==> src/rtl/can_txarb_pkg.sv <==
package can_txarb_pkg;
    typedef enum logic [1:0] {
        ARB_IDLE     = 2'd0,
        ARB_LAUNCH   = 2'd1,
        ARB_INFLIGHT = 2'd2
    } arb_state_e;

    localparam int CTRL_W   = 16;
    localparam int PRIO_LSB = 8;
    localparam int PRIO_W   = 6;
    localparam int RTR_BIT  = 4;
    localparam int DLC_W    = 4;
endpackage

==> src/rtl/tx_prio_select.sv <==
module tx_prio_select #(
    parameter int N  = 32,
    parameter int PW = 6,
    parameter int IW = $clog2(N)
) (
    input  logic [N-1:0]    eligible,
    input  logic [N*PW-1:0] prio_flat,
    output logic            found,
    output logic [IW-1:0]   win_idx
);
    logic [PW-1:0] best;

    // Ascending scan with >= so a later (higher-numbered) mailbox wins ties.
    always_comb begin
        found   = 1'b0;
        best    = '0;
        win_idx = '0;
        for (int i = 0; i < N; i++) begin
            if (eligible[i] && (!found || prio_flat[i*PW +: PW] >= best)) begin
                found   = 1'b1;
                best    = prio_flat[i*PW +: PW];
                win_idx = IW'(i);
            end
        end
    end
endmodule

==> src/rtl/tx_req_bank.sv <==
module tx_req_bank #(
    parameter int N  = 32,
    parameter int IW = $clog2(N)
) (
    input  logic          clk,
    input  logic          rst_n,
    input  logic [N-1:0]  req_set,
    input  logic [N-1:0]  req_reset,
    input  logic [N-1:0]  ack_clr,
    input  logic [N-1:0]  abort_clr,
    input  logic          lock_valid,
    input  logic [IW-1:0] lock_idx,
    input  logic          done_pulse,
    output logic [N-1:0]  pend_q,
    output logic [N-1:0]  ack_q,
    output logic [N-1:0]  aa_q
);
    logic [N-1:0] lock_vec;
    logic [N-1:0] done_vec;
    logic [N-1:0] withdraw;

    always_comb begin
        lock_vec = lock_valid ? (N'(1) << lock_idx) : '0;
        done_vec = done_pulse ? lock_vec : '0;
        withdraw = req_reset & ~lock_vec;
    end

    always_ff @(posedge clk) begin
        if (!rst_n) begin
            pend_q <= '0;
            ack_q  <= '0;
            aa_q   <= '0;
        end else begin
            pend_q <= (pend_q | req_set) & ~withdraw & ~done_vec;
            ack_q  <= (ack_q & ~ack_clr) | done_vec;
            aa_q   <= (aa_q & ~abort_clr) | (withdraw & pend_q);
        end
    end

    // the locked mailbox keeps its request while the send is open
    p_locked_keeps_r10: assert property (@(posedge clk) disable iff (!rst_n)
        (lock_valid && !done_pulse) |=> pend_q[$past(lock_idx)]);
endmodule

==> src/rtl/can_txmb_arbiter.sv <==
module can_txmb_arbiter
    import can_txarb_pkg::*;
#(
    parameter int NUM_MBX = 32,
    localparam int IW     = $clog2(NUM_MBX)
) (
    input  logic                      clk,
    input  logic                      rst_n,
    input  logic [NUM_MBX-1:0]        mbx_en,
    input  logic [NUM_MBX-1:0]        mbx_dir,
    input  logic [NUM_MBX*CTRL_W-1:0] mbx_ctrl,
    input  logic [NUM_MBX-1:0]        irq_mask,
    input  logic [NUM_MBX-1:0]        req_set_w1,
    input  logic [NUM_MBX-1:0]        req_reset_w1,
    input  logic [NUM_MBX-1:0]        ack_clr_w1,
    input  logic [NUM_MBX-1:0]        abort_clr_w1,
    input  logic                      ser_done,
    input  logic                      ser_lost,
    output logic                      tx_start,
    output logic [IW-1:0]             tx_mbx,
    output logic [DLC_W-1:0]          tx_dlc,
    output logic                      tx_rtr,
    output logic [NUM_MBX-1:0]        req_pending,
    output logic [NUM_MBX-1:0]        tx_ack,
    output logic [NUM_MBX-1:0]        abort_ack,
    output logic                      mbx_irq
);
    arb_state_e state_q, state_d;
    logic [IW-1:0] cur_idx_q;
    logic [IW-1:0] win_idx;
    logic          win_found;
    logic          lock_valid;
    logic          done_pulse;
    logic [NUM_MBX-1:0] eligible;
    logic [NUM_MBX*PRIO_W-1:0] prio_flat;

    genvar g;
    generate
        for (g = 0; g < NUM_MBX; g++) begin : g_prio
            assign prio_flat[g*PRIO_W +: PRIO_W] = mbx_ctrl[g*CTRL_W + PRIO_LSB +: PRIO_W];
        end
    endgenerate

    assign eligible = mbx_en & ~mbx_dir & req_pending;

    tx_prio_select #(.N(NUM_MBX), .PW(PRIO_W), .IW(IW)) u_select (
        .eligible  (eligible),
        .prio_flat (prio_flat),
        .found     (win_found),
        .win_idx   (win_idx)
    );

    tx_req_bank #(.N(NUM_MBX), .IW(IW)) u_bank (
        .clk        (clk),
        .rst_n      (rst_n),
        .req_set    (req_set_w1),
        .req_reset  (req_reset_w1),
        .ack_clr    (ack_clr_w1),
        .abort_clr  (abort_clr_w1),
        .lock_valid (lock_valid),
        .lock_idx   (cur_idx_q),
        .done_pulse (done_pulse),
        .pend_q     (req_pending),
        .ack_q      (tx_ack),
        .aa_q       (abort_ack)
    );

    // Next-state logic
    always_comb begin
        state_d = state_q;
        unique case (state_q)
            ARB_IDLE:     if (win_found) state_d = ARB_LAUNCH;
            ARB_LAUNCH:   state_d = ARB_INFLIGHT;
            ARB_INFLIGHT: if (ser_done || ser_lost) state_d = ARB_IDLE;
            default:      state_d = ARB_IDLE;
        endcase
    end

    // State register and winner latch
    always_ff @(posedge clk) begin
        if (!rst_n) begin
            state_q   <= ARB_IDLE;
            cur_idx_q <= '0;
        end else begin
            state_q <= state_d;
            if (state_q == ARB_IDLE && win_found) cur_idx_q <= win_idx;
        end
    end

    // Outputs
    always_comb begin
        tx_start   = (state_q == ARB_LAUNCH);
        lock_valid = (state_q != ARB_IDLE);
        done_pulse = (state_q == ARB_INFLIGHT) && ser_done;
        tx_mbx     = cur_idx_q;
        tx_dlc     = mbx_ctrl[int'(cur_idx_q)*CTRL_W +: DLC_W];
        tx_rtr     = mbx_ctrl[int'(cur_idx_q)*CTRL_W + RTR_BIT];
        mbx_irq    = |(tx_ack & irq_mask);
    end

    // start lasts one cycle and names a pending mailbox
    p_start_single_r6: assert property (@(posedge clk) disable iff (!rst_n)
        tx_start |=> !tx_start);
    p_start_pending_r6: assert property (@(posedge clk) disable iff (!rst_n)
        tx_start |-> req_pending[tx_mbx]);
    // completion acknowledges and clears the request
    p_done_ack_r7: assert property (@(posedge clk) disable iff (!rst_n)
        done_pulse |=> (tx_ack[$past(cur_idx_q)] && !req_pending[$past(cur_idx_q)]));
    // lost arbitration keeps the request and reopens selection
    p_lost_keep_r11: assert property (@(posedge clk) disable iff (!rst_n)
        (state_q == ARB_INFLIGHT && ser_lost && !ser_done) |=>
            (req_pending[$past(cur_idx_q)] && state_q == ARB_IDLE));
    // selection frozen while a send is open
    p_idx_frozen_r10: assert property (@(posedge clk) disable iff (!rst_n)
        (state_q != ARB_IDLE) |=> $stable(cur_idx_q));
endmodule

==> config.mk <==
export PLATFORM = sky130hd
export DESIGN_NAME = can_txmb_arbiter
export DESIGN_NICKNAME = d
export VERILOG_FILES = /design/src/rtl/can_txarb_pkg.sv /design/src/rtl/tx_prio_select.sv /design/src/rtl/tx_req_bank.sv /design/src/rtl/can_txmb_arbiter.sv
export SDC_FILE = /design/constraint.sdc
export NUM_CORES = 1
export LEC_CHECK = 0
export ABC_AREA = 0
export BUFFER_PORTS_ARGS = -buffer_cell sky130_fd_sc_hd__buf_2
export CAP_MARGIN = 20
export CORE_AREA = 2 2 334 336
export DETAILED_ROUTE_END_ITERATION = 6
export DIE_AREA = 0 0 336 338
export GPL_TIMING_DRIVEN = 0
export PLACE_DENSITY = 0.43
export SYNTH_ARGS = -nofsm -noshare
export SYNTH_HDL_FRONTEND = slang
export SYNTH_HIERARCHICAL = 1
export SYNTH_SLANG_ARGS = --single-unit
==> constraint.sdc <==
create_clock -name clk -period 95.5 [get_ports clk]
set_clock_uncertainty 0.2 [all_clocks]
set_input_delay 9.55 -clock clk [delete_from_list [all_inputs] [get_ports clk]]
set_output_delay 9.55 -clock clk [all_outputs]
set_load 0.005 [all_outputs]
==> flow_metrics.env <==
export IMPL_outcome="complete, no violations"
export IMPL_worstMarginPinSlew_ps=1118
export IMPL_cts_hold_buf=0
export IMPL_slew_headroom=0.2549
export IMPL_crit_fanout=10
export IMPL_gp_congestion=0.8561
export IMPL_crit_start="mbx_en[0]"
export IMPL_crit_type="primary input to flip-flop"
export IMPL_drtPass1Iterations=5
export IMPL_p_per_area_mw_per_mm2=12.71
export IMPL_port_buffers=683
export IMPL_fmax_ghz=0.01345
export IMPL_synth_seq_cells=103
export IMPL_setup_viol=0
export IMPL_ys_types=111
export IMPL_vias=18000
export IMPL_rsz0062_at_grt="false"
export IMPL_seq_area_frac_synth=0.1386
export IMPL_post_route_period_util=0.7783
export IMPL_cp_slowest_stage_delay_ps=860
export IMPL_p_clk_frac=0.163
export IMPL_cts_tree="yes"
export IMPL_fin_tns_setup_ps=0
export IMPL_postLayoutCoreUtil=0.1878
export IMPL_synth_xor_area_share=0.004121
export IMPL_synth_edf_count=0
export IMPL_synth_cells=1910
export IMPL_fin_total_pwr_uw=262.7
export IMPL_pwr_share_seq=0.185
export IMPL_maxSlewViolCount=0
export IMPL_p_int_uw=135.4
export IMPL_switching_share=0.4845
export IMPL_fin_nets=3495
export IMPL_fp_dieW_um=336
export IMPL_path_clk_slew_ps=90
export IMPL_ant_nets=0
export IMPL_drt_iter0_drc=992
export IMPL_p_leak_nw=9.239
export IMPL_cp_common_cell="ha_1"
export IMPL_comb_power_share=0.652
export IMPL_grt_max_degree=20
export IMPL_synth_async_reset_ratio=0
export IMPL_routed_wirelength_um=102300
export IMPL_grt_overflow_total=0
export IMPL_syn_area_mm2=0.01488
export IMPL_ios=848
export IMPL_cts_resized=0
export IMPL_hold_violations=0
export IMPL_post_cts_buffers=0
export IMPL_cap_violations=0
export IMPL_htreeDepth=3
export IMPL_area_growth_pct=38.93
export IMPL_synth_ff_type="dfxtp_1"
export IMPL_syn_num_nets=2788
export IMPL_r2r_start="u_bank/pend_q[0]"
export IMPL_cts_sinks=103
export IMPL_final_common_cell="buf_2"
export IMPL_grt_pass1_vias=17540
export IMPL_arrival_ps=74440
export IMPL_die_area_mm2=0.1136
export IMPL_drive_above_1_share=0.3425
export IMPL_grtUsageTotal=0.1740
export IMPL_seqCellArea_mm2=0.002062
export IMPL_design_area_mm2=0.02067
export IMPL_slowest_stage="o21ai_1"
export IMPL_muxShareOfSynthArea=0.1421
export IMPL_min_delay_path_class="flip-flop to flip-flop"
export IMPL_fillers=12660
export IMPL_yosys_area_share_simple=0.2377
export IMPL_grt_pass1_wl_um=135800
export IMPL_switchingPower_uw=127.3
export IMPL_peakVddDrop_mv=0.01062
export IMPL_detailed_place_hpwl_um=91850
export IMPL_vias_per_cell=4.368
export IMPL_mostFrequentLayoutCells="707 x buf_2, 189 x nand2_1, 159 x inv_1"
export IMPL_num_rows=122
export IMPL_cp_required_ps=95610
export IMPL_min_period_ps=74330
export IMPL_syn_mean_instance_area_um2=7.789
export IMPL_end_kind="flip-flop"
export IMPL_synth_fa_ha_area_frac=0.1182
export IMPL_clk_latency_ps=440
export IMPL_ys_warn_count=6
export IMPL_hp_start="u_bank/aa_q[13]"
export IMPL_cts_root_buf="clkbuf_16"
export IMPL_core_mm2=0.1101
export IMPL_clock_path_buffers=2
export IMPL_drc=0
export IMPL_dpl_instance_area_mm2=0.02032
export IMPL_die_y_um=338
export IMPL_cts_made_buffers=9
export IMPL_start_util=0.1352
export IMPL_crit_path_start_kind="primary input"
export IMPL_synth_compound_area_share=0.2968
export IMPL_multiInputGateArea_mm2=0.01189
export IMPL_antenna_found_initial=53
export IMPL_synth_top_family_by_area="compound AO/OA/AOI/OAI gates"
export IMPL_avgRoutedWirePerCell_um=24.81
-- cells in the mapped netlist, types with 39 or more instances --
library cell / n / area, µm²
nand2_1: 189 / 709.4
mux4_2: 50 / 1126
nor2_1: 133 / 499.2
nand3_1: 42 / 210.2
inv_1: 159 / 596.8
nand2b_1: 68 / 425.4
and2_1: 39 / 244.0
o21ai_0: 123 / 615.6
nand3b_1: 44 / 330.3
mux2_2: 47 / 529.3
mux2i_1: 42 / 420.4
dfxtp_1: 103 / 2062
ha_1: 138 / 1727
a21oi_1: 88 / 440.4
-- final timing paths --
kind / end / slack (ps) / depth (start not counted)
worst min-delay path: u_bank/aa_q[13] / 300 / 2
worst max register to register: tx_mbx[2] / 29800 / 283
worst max-delay path: tx_mbx[2] / 21170 / 284
worst min register to register: u_bank/aa_q[13] / 300 / 2
-- power groups by stage --
stage	Sequential [mW]	Clock (mW)	Combinational (mW)
6_report	0.0486	0.0429	0.171
5_1_grt	0.0490	0.0462	0.189
4_1_cts	0.0487	0.0452	0.173
3_5_place_dp	0.0497	0	0.172
3_3_place_gp	0.0496	0	0.171
2_1_floorplan	0.0476	0	0.104
-- worst max-delay path, delay by kind of cell --
kind / cells / cell delay (ps)
compound gates: 121 / 29480
simple gates: 83 / 13420
fa+ha+maj: 34 / 9570
mux: 24 / 7810
buf+inv: 22 / 4470
-- stage by stage --
| step | cells | hold slack [ps] | setup WS, ps |
|---|---|---|---|
| after floorplan | 1910 | 276.9 | 31760 |
| after global placement | 4081 | 268.3 | 20960 |
| after detailed placement | 4092 | 274.4 | 20940 |
| after CTS | 4108 | 294.3 | 21180 |
| after global routing | 4115 | 303.9 | 15930 |
| final | 4121 | 295.0 | 21170 |
-- area by class of cell --
class,count,share of cell area
antenna,11,0.001332
buffer,64,0.01598
clock buffer,10,0.01156
clock inverter,6,0.003027
inverter,160,0.02906
multi-input combinational,1583,0.5753
sequential,103,0.09976
tap,1488,0.09008
timing repair buffer,696,0.1739
-- sequential cells by signal (all words and copies together), names as in the netlist --
| signal | flops |
|---|---|
| u_bank/aa_q | 32 |
| tx_mbx | 5 |
| u_bank/ack_q | 32 |
| state_q | 2 |
| u_bank/pend_q | 32 |
-- routing by layer --
| metal | vias to the layer above | wire [µm] | GRT usage |
|---|---|---|---|
| met5 | - | 305 | 0 |
| li1 | 8620 | - | - |
| met2 | 700 | 46420 | 0.2864 |
| met4 | 44 | 1684 | 0.03816 |
| met3 | 115 | 8166 | 0.05583 |
| met1 | 8520 | 45680 | 0.2206 |
-- cells by family after synthesis --
family,after synthesis
simple gates,677
xor+xnor,7
fa+ha+maj,141
mux,142
flops,103
buf+inv,224
compound gates,616
Note: power is estimated with default switching activity, not from simulation.
